===== src/rtl/usec_timer_pkg.sv =====
// Shared register decode for the microsecond timer.
// Assumes a 2-bit register address space.
package usec_timer_pkg;
    typedef enum logic [1:0] {
        ADDR_CNT_LO  = 2'd0,
        ADDR_CNT_HI  = 2'd1,
        ADDR_WD_KICK = 2'd2,
        ADDR_UNUSED  = 2'd3
    } timer_addr_e;
endpackage


===== src/rtl/usec_prescaler.sv =====
// Divides the system clock into a one-cycle tick enable.
// Assumes DIV >= 2. The tick is high during the last cycle of each group of DIV cycles.
module usec_prescaler #(
    parameter int DIV = 12
) (
    input  logic clk,
    input  logic rst_n,
    output logic tick
);
    localparam int PW = (DIV > 2) ? $clog2(DIV) : 1;

    logic [PW-1:0] phase;

    assign tick = (phase == PW'(DIV - 1));

    // Step the phase and return to zero after the tick cycle.
    always_ff @(posedge clk) begin
        if (!rst_n)    phase <= '0;
        else if (tick) phase <= '0;
        else           phase <= phase + 1'b1;
    end
endmodule


===== src/rtl/usec_counter.sv =====
// Free-running tick counter with periodic strobes taken from its low bits.
// Assumes TAP_FAST < TAP_SLOW <= CNT_W. Each strobe is registered, so it appears
// in the same cycle as the count value whose low bits have wrapped.
module usec_counter #(
    parameter int CNT_W    = 12,
    parameter int TAP_FAST = 7,
    parameter int TAP_SLOW = 10
) (
    input  logic             clk,
    input  logic             rst_n,
    input  logic             tick,
    output logic [CNT_W-1:0] count,
    output logic [1:0]       strobe
);
    // Advance the count by one on each tick.
    always_ff @(posedge clk) begin
        if (!rst_n)    count <= '0;
        else if (tick) count <= count + 1'b1;
    end

    for (genvar g = 0; g < 2; g++) begin : g_tap
        localparam int TAP = (g == 0) ? TAP_FAST : TAP_SLOW;
        logic low_full;
        assign low_full = (count[TAP-1:0] == {TAP{1'b1}});

        // Flag the tick that carries out of the tapped low bits.
        always_ff @(posedge clk) begin
            if (!rst_n) strobe[g] <= 1'b0;
            else        strobe[g] <= tick && low_full;
        end
    end
endmodule


===== src/rtl/usec_watchdog.sv =====
// Watchdog that counts ticks since the last restart. When it expires, it raises
// a reset request and holds it for HOLD ticks. Restarts are ignored during the hold.
// Assumes LIMIT >= 2 and HOLD >= 2.
module usec_watchdog #(
    parameter int LIMIT = 8192,
    parameter int HOLD  = 2048
) (
    input  logic clk,
    input  logic rst_n,
    input  logic tick,
    input  logic kick,
    output logic wd_reset
);
    localparam int WW = $clog2(LIMIT);
    localparam int HW = $clog2(HOLD);

    logic [WW-1:0] idle_ticks;
    logic [HW-1:0] hold_ticks;

    // Count idle ticks, enter the hold on expiry, and leave it after HOLD ticks.
    always_ff @(posedge clk) begin
        if (!rst_n) begin
            idle_ticks <= '0;
            hold_ticks <= '0;
            wd_reset   <= 1'b0;
        end else if (wd_reset) begin
            if (tick) begin
                if (hold_ticks == HW'(HOLD - 1)) begin
                    wd_reset   <= 1'b0;
                    hold_ticks <= '0;
                end else begin
                    hold_ticks <= hold_ticks + 1'b1;
                end
            end
        end else if (kick) begin
            idle_ticks <= '0;
        end else if (tick) begin
            if (idle_ticks == WW'(LIMIT - 1)) begin
                wd_reset   <= 1'b1;
                idle_ticks <= '0;
            end else begin
                idle_ticks <= idle_ticks + 1'b1;
            end
        end
    end
endmodule


===== src/rtl/usec_timer.sv =====
// Top level: prescaler, microsecond counter, watchdog and a register port.
// Assumes 8 < CNT_W <= 16. A read of the low byte captures the upper bits, and
// address 1 returns the captured bits.
module usec_timer #(
    parameter int CLK_PER_TICK = 12,
    parameter int CNT_W        = 12,
    parameter int TAP_FAST     = 7,
    parameter int TAP_SLOW     = 10,
    parameter int WD_LIMIT     = 8192,
    parameter int RST_HOLD     = 2048
) (
    input  logic       clk,
    input  logic       rst_n,
    input  logic       bus_sel,
    input  logic       bus_wr,
    input  logic [1:0] bus_addr,
    output logic [7:0] bus_rdata,
    output logic       irq_128us,
    output logic       irq_1ms,
    output logic       wd_reset
);
    import usec_timer_pkg::*;

    localparam int HI_W = CNT_W - 8;

    logic             tick;
    logic [CNT_W-1:0] count;
    logic [1:0]       strobe;
    logic [HI_W-1:0]  hi_capture;
    logic             rd_lo;
    logic             rd_hi;
    logic             kick;

    assign rd_lo = bus_sel && !bus_wr && (bus_addr == ADDR_CNT_LO);
    assign rd_hi = bus_sel && !bus_wr && (bus_addr == ADDR_CNT_HI);
    assign kick  = bus_sel &&  bus_wr && (bus_addr == ADDR_WD_KICK);

    usec_prescaler #(.DIV(CLK_PER_TICK)) u_pre (
        .clk  (clk),
        .rst_n(rst_n),
        .tick (tick)
    );

    usec_counter #(.CNT_W(CNT_W), .TAP_FAST(TAP_FAST), .TAP_SLOW(TAP_SLOW)) u_cnt (
        .clk   (clk),
        .rst_n (rst_n),
        .tick  (tick),
        .count (count),
        .strobe(strobe)
    );

    usec_watchdog #(.LIMIT(WD_LIMIT), .HOLD(RST_HOLD)) u_wd (
        .clk     (clk),
        .rst_n   (rst_n),
        .tick    (tick),
        .kick    (kick),
        .wd_reset(wd_reset)
    );

    assign irq_128us = strobe[0];
    assign irq_1ms   = strobe[1];

    // Capture the upper count bits whenever the low byte is read.
    always_ff @(posedge clk) begin
        if (!rst_n)     hi_capture <= '0;
        else if (rd_lo) hi_capture <= count[CNT_W-1:8];
    end

    // Select the read data; the output is zero unless a register is being read.
    always_comb begin
        if (rd_lo)      bus_rdata = count[7:0];
        else if (rd_hi) bus_rdata = 8'(hi_capture);
        else            bus_rdata = 8'h00;
    end
endmodule


===== config.mk =====
export PLATFORM = sky130hd
export DESIGN_NAME = usec_timer
export DESIGN_NICKNAME = d
export VERILOG_FILES = /design/src/rtl/usec_timer_pkg.sv /design/src/rtl/usec_prescaler.sv /design/src/rtl/usec_counter.sv /design/src/rtl/usec_watchdog.sv /design/src/rtl/usec_timer.sv
export SDC_FILE = /design/constraint.sdc
export NUM_CORES = 1
export LEC_CHECK = 0
export ABC_AREA = 1
export BUFFER_PORTS_ARGS = -buffer_cell sky130_fd_sc_hd__buf_2
export CORE_UTILIZATION = 50
export CTS_CLUSTER_DIAMETER = 150
export CTS_CLUSTER_SIZE = 40
export DETAILED_ROUTE_END_ITERATION = 8
export PLACE_DENSITY = 0.68
export SLEW_MARGIN = 10
export SYNTH_ARGS = -nofsm -noshare
export SYNTH_HDL_FRONTEND = slang
export SYNTH_HIERARCHICAL = 1
export SYNTH_SLANG_ARGS = --single-unit

===== constraint.sdc =====
create_clock -name clk -period 3.05 [get_ports clk]
set_input_delay 0.4575 -clock clk [delete_from_list [all_inputs] [get_ports clk]]
set_output_delay 0.4575 -clock clk [all_outputs]
set_load 0.01 [all_outputs]

* Yosys cells after proc, flatten, opt, wreduce, memory -nomap -nowiden
Cells that the tools add are included.
Word-level totals: bits in registers 47, input port bits 6, output and inout bits 11, logic and storage cells 46
Cells by class: add/sub/neg operators 4, equal/unequal tests 7, muxes and demuxes 12, bitwise logic cells 2, reduce and logical (&&, ||, !) cells 13
Operator list (count):
- $mux 13 | 3
- $add 13x1->13 const B | 1
- $eq 13x13->1 const B | 1
- $add 12x1->12 const B | 1
- $add 11x1->11 const B | 1
- $eq 11x11->1 const B | 1
- $mux 11 | 1
- $eq 10x10->1 const B | 1
- $mux 8 | 1
- $eq 7x7->1 const B | 1
- $logic_and 1x1->1 | 7
- $mux 1 | 6
- $add 4x1->4 const B | 1
- $eq 4x4->1 const B | 1
- $mux 4 | 1
- $reduce_and 2->1 | 2
- $eq 2x1->1 const B | 1
- $eq 2x2->1 const B | 1
- $logic_not 2->1 | 1
- $not 1->1 | 2
- $reduce_bool 2->1 | 1
- $reduce_or 2->1 | 1
- $logic_not 1->1 | 1

* Depth between registers and ports, before layout
Gate-level depths: netlist (run 1).
depth in word-level cells 5, gate-level depth with buffers 10, gate-level depth less buffers 9

* Cells and area by module
The synthesis (run 1) kept the hierarchy.
Modules (own cells, without submodules):
- usec_watchdog | times used 1, cells each 174, area an instance 1258.7 um2, sequential area each 500.5 um2
- usec_counter | times used 1, cells each 86, area an instance 636.9 um2, sequential area each 280.3 um2
- usec_timer | times used 1, cells each 53, area an instance 336.6 um2, sequential area each 80.1 um2
- usec_prescaler | times used 1, cells each 20, area an instance 165.2 um2, sequential area each 80.1 um2

* Worst setup path after synthesis (run 1)
Ideal clock, no wire load.
kind input-to-reg, from input port bus_addr[1], to register u_wd.idle_ticks[8], setup time 116 ps, data arrival time 1493 ps, required time 2934 ps, setup slack 1441 ps, stages on the path 8, buffers on the path 1, path through inv_1 nor3_1 inv_2 a21oi_2 buf_6 nand3_2 xor2_1 nor2_1
Between the ends: word-level cells in the longest chain between the ends 4, elaborated cells on any way between the ends 5, classes of those cells eq/ne (1); mux (1); reduce/logical (3)
RTL lines:
- start, declared | RTL line usec_timer.sv:16 | input logic [1:0] bus_addr,
- $eq 2x2->1 * | RTL line usec_timer.sv:36 | assign kick = bus_sel && bus_wr && (bus_addr == ADDR_WD_KICK);
- $logic_and 1x1->1 * | RTL line usec_timer.sv:36
- named net kick | RTL line usec_timer.sv:32 | logic kick;
- $reduce_bool 2->1 (no line)
- $reduce_and 2->1 (no line)
- end signal, assigned | RTL line usec_watchdog.sv:42 | idle_ticks <= idle_ticks + 1'b1;
- end, declared | RTL line usec_watchdog.sv:17 | logic [WW-1:0] idle_ticks;
Mark *: on every way through the listed nets, which the timed path passes. The rest lies on a longest branch. A chain may end at the register's enable or synchronous reset.

* Worst setup path in the final report (run 1)
from register u_pre.phase[0], to register u_wd.idle_ticks[5]
Between the ends: word-level cells in the longest chain between the ends 3
RTL lines:
- start, declared | RTL line usec_prescaler.sv:12 | logic [PW-1:0] phase;
- start signal, assigned | RTL line usec_prescaler.sv:20 | else phase <= phase + 1'b1;
- $eq 4x4->1 | RTL line usec_prescaler.sv:14 | assign tick = (phase == PW'(DIV - 1));
- named net tick | RTL line usec_timer.sv:26 | logic tick;
- $reduce_bool 2->1 (no line)
- $reduce_and 2->1 (no line)
The timed path passes the listed nets, and every way through them passes these cells.

==> summary.md, run 1 <==
| Metric | Value |
|---|---|
| Status | finished with violations |
| Failing checks | design-rule violations |
| Layout cells sized above 1 | 0.156 |
| Clock buffer depth | 2 |
| Final wirelength | 4.39 mm |
| Post-Syn Nets | 343 |
| TritonCTS buffer count | 5 |
| Layout area overhead | 8.92% |
| Final Skew | 0.00587 ns |
| Leakage | approximately 1.0 nW |
| Crit end category | flip-flop |
| Final setup viols | 0 |
| Core Util, Final | 0.584 |
| Mapped cell area | 2400 sq um |
| Core box area | 4470 sq um |
| Post-cts resize count | 0 |
| CP arrival | 2.34 ns |
| Initial DRC Count | between 100 and 150 |
| H-Tree Level Count | 2 |
| DR vias/cell | 5.09 |
| Pwr dens | 436 nW/um^2 |
| Crit start category | flip-flop |
| Router iterations before antenna repair | 6 |
| I/O pin count | 17 |
| Count leader, synth | nand2_1 |
| GRT Total Usage | 0.195 |
| Top cells by area, synth | dfxtp_1 (39%), nand2_1 (9.7%), nor2_1 (8.8%), inv_1 (6.7%), nand3_1 (5.4%) |
| Post-route ant nets | 0 |
| Final TNS setup | 0 ns |
| RSZ-0062 raised after global routing | false |
| Worst-path clk slew | 0.09 ns |
| Finished Cell Area | 2610 sq um |
| Fillers | roughly 430 |
| CP max FO | 12 |
| Top cell type's share of synthesized area | 0.392 |
| EDFF count, synth | 0 |
| CTS tree | built |
| Post-Syn Area per Cell | 7.20 sq um |
| #FFs+latches synth | 47 |
| Setup bufs post-CTS | 0 |
| Via count | 2055 |
| DP HPWL | 3.24 mm |
| Nets | 361 |
| F_max | ~470 MHz |
| R2R Setup Slk | 0.94 ns |
| Final worst path period need | about 2.1 ns |
| Cells after Synth | ~330 |
| Synth Flop Type | dfxtp_1 |
| Largest net degree at the start of global routing | 24 |
| Die X | 71.2 um |
| Drt wl/cell | 10.9 um |
| HP Class | flip-flop to flip-flop |
| Relative slew slack | 0.621 |
| Cell row count | 24 |
| Gp weighted congestion | approximately 0.84 |
| List of most frequent post-synthesis cells | nand2_1 (62), nor2_1 (56), dfxtp_1 (47), inv_1 (43), nand3_1 (26) |
| Final period util | 0.690 |
| Root buffer cell | clkbuf_8 |
| Worst vdd ir | 239 uV |
| Yosys warnings | 6 |
| Cell taking the most area after synthesis | dfxtp_1 |
| Hold Vio Cnt, Final | 0 |
| Critical Path RT | 3.29 ns |
| Distinct cells, synth | 29 |
| Critical path class | flip-flop to flip-flop |
| Async SR Flop Fraction | 0 |
| Cts-stage hold buffer count | 0 |
| Seq/Total Area, Yosys | 0.392 |
| Global route total overflow | 0 |
| Area post-placement | 2490 sq um |
| Die area | 5080 sq um |
| Count of input and output buffers | 16 |
| Chip Height | ~70 um |
| Worst slew pin tran | around 0.57 ns |
| Max Cap Viol | 0 |
| Vias in the first global route | 1842 |
| First-pass GRT wire length | 7.85 mm |
| DRC | 1 |
| Diodes inserted | 0 |
| Initial antenna violation count | 0 |
| Clk Latency, worst-skew pair | 0.30 ns |
| Initial cell density of the core | 0.536 |
| Clk sinks | 47 |
| Max-slew violation count | 0 |
==> report_power, final <==
group / total (mW) / internal [mW] / switching (mW)
registers: 0.622 / 0.618 / 0.00374
logic: 0.0455 / 0.0135 / 0.0320
clock network: 0.471 / 0.265 / 0.206
total: 1.14 / 0.897 / 0.242
==> critical path, stage by stage (launching register included) <==
cell,delay [ns]
dfxtp_1,0.37
ha_1,0.19
nand3_1,0.12
inv_1,0.30
inv_2,0.08
a21oi_2,0.47
nand2_1,0.16
o21ai_0,0.19
nand2_1,0.06
nor2_1,0.09
==> layout make-up <==
type,instances,area (sq um),area share
clock buffers,6,82.6,0.0316
clock inverters,2,35.0,0.0134
inverters,47,176,0.0676
multi-input cells,234,1230,0.471
flip-flops and latches,47,941,0.360
well taps,52,65.1,0.0249
repair buffers,16,80.1,0.0307
==> final timing paths <==
| path | startpoint | endpoint | depth (start not counted) |
|---|---|---|---|
| min reg2reg | u_cnt/count[10]$_SDFFE_PN0P_ | u_cnt/count[10]$_SDFFE_PN0P_ | 2 |
| min | u_cnt/count[10]$_SDFFE_PN0P_ | u_cnt/count[10]$_SDFFE_PN0P_ | 2 |
| max reg2reg | u_pre/phase[0]$_SDFF_PP0_ | u_wd/idle_ticks[5]$_SDFFE_PN0P_ | 9 |
| max | u_pre/phase[0]$_SDFF_PP0_ | u_wd/idle_ticks[5]$_SDFFE_PN0P_ | 9 |
==> per-stage QoR <==
step                      total power [mW]  hold slack, ns  worst slack (ns)  cells
after floorplan                      0.671           0.430              1.44    333
after global placement               0.681           0.445             0.936    396
after detailed placement             0.682           0.457             0.849    396
after CTS                             1.16           0.476             0.940    404
after global routing                  1.19           0.501             0.736    404
final                                 1.14           0.473             0.945    404
==> placed cells by master, fill, tap and decap left out, drive strengths merged <==
cell type	netlist	routed
a21oi	23	23
and3	1	1
buf	5	16
bufinv	0	1
clkbuf	0	6
clkinv	0	1
dfxtp	47	47
ha	4	4
inv	47	47
nand2	68	68
nand3	30	30
nand3b	2	2
nand4	11	11
nor2	64	64
nor3	5	5
nor4	1	1
o21ai	11	11
o22ai	1	1
or2	2	2
xor2	11	11
==> cells by family after synthesis <==
| kind of cell | Yosys count | synth area share |
|---|---|---|
| xor+xnor | 11 | 0.0402 |
| fa+ha+maj | 4 | 0.0209 |
| compound gates | 35 | 0.0799 |
| simple gates | 184 | 0.373 |
| buf+inv | 52 | 0.0939 |
| flops | 47 | 0.392 |
==> metal layers <==
metal  vias up  routed length [um]  track usage
met5         -                   0            0
met3         7                 180       0.0422
li1       1091                   -            -
met1       926                2270        0.263
met4         0                  59       0.0667
met2        31                1880        0.310
==> state kept, by name, indices dropped and copies added (netlist names) <==
signal	count
hi_capture	4
u_cnt/count	12
u_cnt/strobe	2
u_pre/phase	4
u_wd/hold_ticks	11
u_wd/idle_ticks	13
u_wd/wd_reset	1
Note: power is estimated with default switching activity, not from simulation.
==> run 2: changes to the inputs <==
--- a/config.mk
+++ b/config.mk
@@ -5,13 +5,13 @@
 export SDC_FILE = /design/constraint.sdc
 export NUM_CORES = 1
 export LEC_CHECK = 0
-export ABC_AREA = 1
+export ABC_AREA = 0
 export BUFFER_PORTS_ARGS = -buffer_cell sky130_fd_sc_hd__buf_2
 export CORE_UTILIZATION = 50
 export CTS_CLUSTER_DIAMETER = 150
 export CTS_CLUSTER_SIZE = 40
 export DETAILED_ROUTE_END_ITERATION = 8
-export PLACE_DENSITY = 0.68
+export PLACE_DENSITY = 0.71
 export SLEW_MARGIN = 10
 export SYNTH_ARGS = -nofsm -noshare
 export SYNTH_HDL_FRONTEND = slang
==> constraint.sdc (replaced) <==
create_clock -name clk -period 1.7 [get_ports clk]
set_input_delay 0.255 -clock clk [delete_from_list [all_inputs] [get_ports clk]]
set_output_delay 0.255 -clock clk [all_outputs]
set_load 0.01 [all_outputs]
==> run 2 against run 1 <==
  * Highest routed layer unchanged
  * Clock power is 80% higher
  * The flow finishes with violations (negative setup slack)
  * Sequential share of layout area fell by 2.6 points
  * Synthesized area fell by 6.3%
  * Hold slack worse by 0.052 ns
  * Sequential power up 78%
  * Clock skew increased by 0.0067 ns
  * Wire length up 12%
  * Utilization increased by 6.9 points
==> summary.md, run 2 <==
| Metric | Value |
|---|---|
| Layout area overhead | 25.5% (was 8.92%) |
| Most flops, register | u_wd/idle_ticks (unchanged) |
| Root buffer cell | clkbuf_8 (unchanged) |
| Crit end category | flip-flop (unchanged) |
| Top cells by area, synth | dfxtp_1 (42%), xor2_1 (5.1%), nor2_1 (4.7%), mux2i_1 (4.0%), nand2_1 (3.8%) (was dfxtp_1 (39%), nand2_1 (9.7%), nor2_1 (8.8%), inv_1 (6.7%), nand3_1 (5.4%)) |
| Failing checks | negative setup slack (was design-rule violations) |
| CTS tree | built (unchanged) |
| Worst slew pin tran | 0.494 ns (was 0.569 ns) |
| Largest net degree at the start of global routing | 23 (was 24) |
| EDFF count, synth | 0 (unchanged) |
| Nets | 310 (was 361) |
| Mapped cell area | 2250 sq um (was 2400 sq um) |
| Hold Slack | 0.421 ns (was 0.473 ns) |
| Final Skew | 0.0126 ns (was 0.00587 ns) |
| Count of input and output buffers | 16 (unchanged) |
| Cell taking the most area after synthesis | dfxtp_1 (unchanged) |
| Cell row count | 24 (unchanged) |
| CP max FO | 8 (was 12) |
| R2R Setup Slk | -0.02 ns (was 0.94 ns) |
| HP Class | input port to flip-flop (was flip-flop to flip-flop) |
| Post-route ant nets | 0 (unchanged) |
| Pwr dens | 730 nW/um^2 (was 436 nW/um^2) |
| Met3 GRT Util | 0.0526 (was 0.0422) |
| Final setup viols | 1 (was 0) |
| Crit start category | flip-flop (unchanged) |
| Reg2reg start | u_pre/phase[1]$_SDFF_PP0_ (was u_pre/phase[0]$_SDFF_PP0_) |
| Via count | 1980 (was 2055) |
| First-pass GRT wire length | 7.49 mm (was 7.85 mm) |
| CP arrival | 1.96 ns (was 2.34 ns) |
| Final TNS setup | -0.0206 ns (was 0 ns) |
| Initial cell density of the core | 0.520 (was 0.536) |
| F_max | 581 MHz (was 475 MHz) |
| Largest register FFs | 13 (unchanged) |
| Fillers | 376 (was 434) |
| H-Tree Level Count | 2 (unchanged) |
| Leakage | 1.12 nW (was 1.03 nW) |
| Met1 Usage GRT | 0.229 (was 0.263) |
| I/O pin count | 17 (unchanged) |
| Status | finished with violations (unchanged) |
| Max Cap Viol | 0 (unchanged) |
| Top cell type's share of synthesized area | 0.419 (was 0.392) |
| List of most frequent post-synthesis cells | dfxtp_1 (47), nor2_1 (28), nand2_1 (23), xor2_1 (13), nand3_1 (12) (was nand2_1 (62), nor2_1 (56), dfxtp_1 (47), inv_1 (43), nand3_1 (26)) |
| Initial DRC Count | 123 (was 106) |
| Global route total overflow | 0 (unchanged) |
| TritonCTS buffer count | 5 (unchanged) |
| Layout cells sized above 1 | 0.286 (was 0.156) |
| Relative slew slack | 0.671 (was 0.621) |
| Vias in the first global route | 1737 (was 1842) |
| Final wirelength | 4.91 mm (was 4.39 mm) |
| Finished Cell Area | 2820 sq um (was 2610 sq um) |
| Clk Latency, worst-skew pair | 0.31 ns (was 0.30 ns) |
| Multi-input logic area | 1350 sq um (was 1230 sq um) |
| Die X | 69.0 um (was 71.2 um) |
| Beginning of the critical path | u_pre/phase[1]$_SDFF_PP0_ (was u_pre/phase[0]$_SDFF_PP0_) |
| Critical Path RT | 1.94 ns (was 3.29 ns) |
| Hold Crit Start | rst_n (was u_cnt/count[10]$_SDFFE_PN0P_) |
| Distinct cells, synth | 52 (was 29) |
| GRT busiest layer | met2 (unchanged) |
| Worst vdd ir | 652 uV (was 239 uV) |
| Register area | 943 sq um (was 941 sq um) |
| RSZ-0062 raised after global routing | true (was false) |
| Critical path class | flip-flop to flip-flop (unchanged) |
| DR vias/cell | 5.61 (was 5.09) |
| Cells after Synth | 248 (was 333) |
| Reg2Reg Depth | 7 (was 9) |
| Seq/Total Area, Yosys | 0.419 (was 0.392) |
| Die area | 4770 sq um (was 5080 sq um) |
| Drt wl/cell | 13.9 um (was 10.9 um) |
| Commonest non-fill, non-tap cells in the layout | dfxtp_1 (45), buf_4 (32), nor2_1 (28) (was nand2_1 (62), nor2_1 (56), dfxtp_1 (47)) |
| Area post-placement | 2550 sq um (was 2490 sq um) |
| Final worst slack | -0.0206 ns (was 0.945 ns) |
| GRT Total Usage | 0.195 (about the same) |
| Router iterations before antenna repair | 4 (was 6) |
| Cts-stage hold buffer count | 0 (unchanged) |
| Core box area | 4320 sq um (was 4470 sq um) |
| Worst-path clk slew | 0.09 ns (about the same) |
| Yosys warnings | 6 (unchanged) |
| Post-Syn Area per Cell | 9.06 sq um (was 7.20 sq um) |
| Setup crit end | u_wd/idle_ticks[11]$_SDFFE_PN0P_ (was u_wd/idle_ticks[5]$_SDFFE_PN0P_) |
| Clk sinks | 47 (unchanged) |
| Hold Vio Cnt, Final | 0 (unchanged) |
| Final period util | 1.01 (was 0.690) |
| Count leader, synth | dfxtp_1 (was nand2_1) |
| DRC | 0 (was 1) |
| #FFs+latches synth | 47 (unchanged) |
| DP HPWL | 3.28 mm (was 3.24 mm) |
| Max-slew violation count | 0 (unchanged) |
| Diodes inserted | 0 (unchanged) |
| Top Registers | u_wd/idle_ticks: 13 flops, u_cnt/count: 12 flops, u_wd/hold_ticks: 11 flops (unchanged) |
| Gp weighted congestion | 0.849 (was 0.837) |
| Async SR Flop Fraction | 0 (unchanged) |
| Post-Syn Nets | 258 (was 343) |
| Final worst path period need | 1.72 ns (was 2.11 ns) |
| Worst R2R End | u_wd/idle_ticks[11]$_SDFFE_PN0P_ (was u_wd/idle_ticks[5]$_SDFFE_PN0P_) |
| Most common cell after layout, fill and taps aside | dfxtp_1 (was nand2_1) |
| Grt met2 use | 0.321 (was 0.310) |
| Clock buffer depth | 2 (unchanged) |
| Synth Flop Type | dfxtp_1 (unchanged) |
| Chip Height | 69.0 um (was 71.2 um) |
| Initial antenna violation count | 0 (unchanged) |
[run 2: changes by cell type after synthesis, moves of 7 or more]
cell / change
nand3_1: -14
nand2_1: -39
and2_1: +7
a21oi_1: -11
inv_1: -39
mux2i_1: +9
nor2_1: -28
xnor2_1: +8
[run 2: metrics by stage]
| step | power [mW] | utilization | setup WS (ns) | cells |
|---|---|---|---|---|
| final | 2.06 | 0.652 | -0.0206 | 353 |
| after global routing | 2.14 | 0.652 | -0.0730 | 353 |
| after global placement | 1.22 | 0.591 | -0.0250 | 335 |
| after floorplan | 1.18 | - | 0.0194 | 248 |
| after detailed placement | 1.22 | 0.591 | -0.0830 | 335 |
| after CTS | 2.06 | 0.629 | -0.00845 | 346 |
[run 2: cells by family after synthesis]
| kind of cell | Yosys count | share of synthesized area |
|---|---|---|
| AO/OA/AOI/OAI | 32 | 0.0952 |
| XOR/XNOR | 21 | 0.0819 |
| adder cells (fa/ha/maj) | 4 | 0.0223 |
| buffers and inverters | 10 | 0.0234 |
| flip-flops | 47 | 0.419 |
| multiplexers | 9 | 0.0401 |
| AND/OR/NAND/NOR | 125 | 0.319 |
[run 2: worst min-delay path by stage]
stage	slack, ns	depth (start not counted)	to
floorplan	0.37	2	u_pre/phase[1]$_SDFF_PP0_
global placement	0.45	2	hi_capture[0]$_SDFFE_PN0P_
detailed placement	0.46	2	hi_capture[1]$_SDFFE_PN0P_
CTS	0.43	4	u_pre/phase[1]$_SDFF_PP0_
global route	0.43	4	hi_capture[3]$_SDFFE_PN0P_
finish	0.42	4	u_pre/phase[1]$_SDFF_PP0_
[run 2: per-layer routing]
metal	part of all wire	up-vias	wire, um
met1	0.46	929	2260
met4	0.034	0	165
met5	0	-	0
li1	-	1002	-
met3	0.031	16	150
met2	0.47	33	2330
[run 2: cell type report]
| type | count | share of cell area |
|---|---|---|
| multi-input combinational | 193 | 0.478 |
| inverter | 4 | 0.00532 |
| sequential | 47 | 0.335 |
| clock buffer | 6 | 0.0293 |
| timing repair buffer | 49 | 0.118 |
| clock inverter | 2 | 0.0124 |
| tap | 52 | 0.0231 |
[run 2: where the power goes]
part / leakage [nW] / switching (mW) / internal [mW]
registers: 0.379 / 0.00551 / 1.11
logic: 0.675 / 0.0537 / 0.0418
clock network: 0.0612 / 0.374 / 0.476
total: 1.12 / 0.434 / 1.62
[run 2: critical path, cell delays in order (launching register included)]
cell and delay, ns:
dfxtp_2 0.36, ha_4 0.13, and3b_2 0.30, buf_4 0.14
buf_4 0.09, nand3b_1 0.13, or4_4 0.44, o211ai_2 0.07
[run 2: repair_timing]
item	in CTS	in global routing
setup endpoints to repair	12	26
pin swaps	0	5
setup buffers	3	5
resized for setup	4	10
cloned	0	2
==> run 3: changes to the inputs <==
--- a/config.mk
+++ b/config.mk
@@ -11,8 +11,8 @@
 export CTS_CLUSTER_DIAMETER = 150
 export CTS_CLUSTER_SIZE = 40
 export DETAILED_ROUTE_END_ITERATION = 8
-export PLACE_DENSITY = 0.71
-export SLEW_MARGIN = 10
+export PLACE_DENSITY_LB_ADDON = 0.15
+export SLEW_MARGIN = 20
 export SYNTH_ARGS = -nofsm -noshare
 export SYNTH_HDL_FRONTEND = slang
 export SYNTH_HIERARCHICAL = 1
==> run 3 against run 2 <==
  * The run still ends with negative setup slack left
  * Sequential power barely moved
  * Combinational power rose by 1%
  * Largest power group unchanged
  * Hold slack better by 0.020 ns
  * Non-clock buffer count decreased by 1
  * Critical endpoint is now u_cnt/count[5]$_SDFFE_PN0P_
  * Via count increased by 2.3%
  * Critical path depth stayed put
  * Worst setup slack better by 0.0020 ns
  * Register-to-register slack barely moved
==> summary.md, run 3 (same netlist as run 2, synthesis figures left out) <==
| Metric | Value |
|---|---|
| F_max | 582 MHz (was 581 MHz) |
| Global route total overflow | 0 (unchanged) |
| Layout cells sized above 1 | 0.297 (was 0.286) |
| Initial cell density of the core | 0.520 (unchanged) |
| CTS tree | built (unchanged) |
| Worst Hold Depth | 4 (unchanged) |
| CP max FO | 6 (was 8) |
| Clk Latency, worst-skew pair | 0.31 ns (about the same) |
| Final period util | 1.01 (about the same) |
| Pre-CTS WS | -0.0545 ns (was -0.0830 ns) |
| Final cell count without fillers | 352 (was 353) |
| Area post-placement | 2550 sq um (unchanged) |
| Worst slew pin tran | 0.468 ns (was 0.494 ns) |
| Worst vdd ir | 441 uV (was 652 uV) |
| Final worst slack | -0.0186 ns (was -0.0206 ns) |
| DP HPWL | 3.27 mm (was 3.28 mm) |
| Pwr dens | 727 nW/um^2 (was 730 nW/um^2) |
| Finished Cell Area | 2830 sq um (was 2820 sq um) |
| Final TNS setup | -0.0215 ns (was -0.0206 ns) |
| Most flops, register | u_wd/idle_ticks (unchanged) |
| Hold Vio Cnt, Final | 0 (unchanged) |
| Most common cell after layout, fill and taps aside | dfxtp_1 (unchanged) |
| Failing checks | negative setup slack (unchanged) |
| Diodes inserted | 0 (unchanged) |
| DRC | 0 (unchanged) |
| HP Class | input port to flip-flop (unchanged) |
| Final setup viols | 2 (was 1) |
| Count of input and output buffers | 16 (unchanged) |
| Largest net degree at the start of global routing | 22 (was 23) |
| Clock buffer depth | 2 (unchanged) |
| Met3 GRT Util | 0.0453 (was 0.0526) |
| CP arrival | 1.96 ns (about the same) |
| Reg2Reg Depth | 7 (unchanged) |
| Core Util, Final | 0.654 (was 0.652) |
| Root buffer cell | clkbuf_8 (unchanged) |
| Worst-path clk slew | 0.09 ns (about the same) |
| Critical path class | flip-flop to flip-flop (unchanged) |
| TritonCTS buffer count | 5 (unchanged) |
| Initial DRC Count | 127 (was 123) |
| Drt wl/cell | 14.8 um (was 13.9 um) |
| Chip Height | 69.0 um (unchanged) |
| Cell row count | 24 (unchanged) |
| Die area | 4770 sq um (unchanged) |
| DR vias/cell | 5.75 (was 5.61) |
| Fillers | 382 (was 376) |
| Cts-stage hold buffer count | 0 (unchanged) |
| I/O pin count | 17 (unchanged) |
| Crit end category | flip-flop (unchanged) |
| Clk sinks | 47 (unchanged) |
| H-Tree Level Count | 2 (unchanged) |
| Router iterations before antenna repair | 4 (unchanged) |
| RSZ-0062 raised after global routing | true (unchanged) |
| Gp weighted congestion | 0.846 (was 0.849) |
| Placed Instances | 335 (unchanged) |
| Largest register FFs | 13 (unchanged) |
| Critical Path RT | 1.94 ns (about the same) |
| First-pass GRT wire length | 7.96 mm (was 7.49 mm) |
| Final Skew | 0.00781 ns (was 0.0126 ns) |
| Commonest non-fill, non-tap cells in the layout | dfxtp_1 (45), buf_4 (31), nor2_1 (28) (was dfxtp_1 (45), buf_4 (32), nor2_1 (28)) |
| Total design power | 2.06 mW (about the same) |
| Core box area | 4320 sq um (unchanged) |
| Relative slew slack | 0.688 (was 0.671) |
| Via count | 2025 (was 1980) |
| Hold Slack | 0.441 ns (was 0.421 ns) |
| Crit start category | flip-flop (unchanged) |
| Die X | 69.0 um (unchanged) |
| Nets | 309 (was 310) |
| Vias in the first global route | 1752 (was 1737) |
| Status | finished with violations (unchanged) |
| Max Cap Viol | 0 (unchanged) |
| Final wirelength | 5.21 mm (was 4.91 mm) |
| Grt met2 use | 0.341 (was 0.321) |
| Met1 Usage GRT | 0.264 (was 0.229) |
| Initial antenna violation count | 0 (unchanged) |
| Final worst path period need | 1.72 ns (about the same) |
| Layout area overhead | 25.8% (was 25.5%) |
| Leakage | 1.13 nW (was 1.12 nW) |
| Post-route ant nets | 0 (unchanged) |
| Top Registers | u_wd/idle_ticks: 13 flops, u_cnt/count: 12 flops, u_wd/hold_ticks: 11 flops (unchanged) |
| GRT Total Usage | 0.205 (was 0.195) |
| Max-slew violation count | 0 (unchanged) |
| GRT busiest layer | met2 (unchanged) |
## run 3: cell count changes in the layout (fill, tap and decap cells not counted), sizes merged
cell,before,now
buf,49,48
inv,4,5
clkbuf,6,5
## run 3: metal layers
layer | part of all wire | vias to the layer above | wire length (um)
li1 | - | 997 | -
met1 | 0.44 | 972 | 2300
met2 | 0.50 | 44 | 2580
met3 | 0.039 | 12 | 203
met4 | 0.024 | 0 | 124
met5 | 0 | - | 0
## run 3: final cells by class
| class | count | area (sq um) | share of cell area |
|---|---|---|---|
| Multi-Input combinational cell | 193 | 1360 | 0.482 |
| Clock buffer | 5 | 68.8 | 0.0243 |
| Inverter | 4 | 15.0 | 0.00531 |
| Sequential cell | 47 | 943 | 0.334 |
| Timing Repair Buffer | 48 | 324 | 0.115 |
| Clock inverter | 3 | 47.5 | 0.0168 |
| Tap cell | 52 | 65.1 | 0.0230 |
## run 3: path summary, 6_finish.rpt
path / from / slack, ns / end
setup / recovery: u_pre/phase[1]$_SDFF_PP0_ / -0.02 / u_cnt/count[5]$_SDFFE_PN0P_
hold / removal: rst_n / 0.44 / u_pre/phase[1]$_SDFF_PP0_
setup reg to reg: u_pre/phase[1]$_SDFF_PP0_ / -0.02 / u_cnt/count[5]$_SDFFE_PN0P_
hold reg to reg: hi_capture[0]$_SDFFE_PN0P_ / 0.47 / hi_capture[0]$_SDFFE_PN0P_
## run 3: power breakdown
| group | total [mW] | switching, mW | internal (mW) |
|---|---|---|---|
| sequential | 1.11 | 0.00358 | 1.11 |
| clock | 0.849 | 0.403 | 0.446 |
| combinational | 0.0966 | 0.0540 | 0.0426 |
## run 3: critical path, stage by stage, from the launching register on
cell     delay [ns]
dfxtp_2        0.35
ha_2           0.17
and3b_2        0.24
buf_4          0.14
nand4_4        0.10
buf_4          0.17
or3_1          0.34
a21oi_1        0.14
## run 3: timing repair
item | in CTS | in global routing
pin swaps | 0 | 5
gates cloned | 0 | 2
setup buffers | 0 | 7
endpoints found under the setup margin | 11 | 20
gates resized for setup | 2 | 17
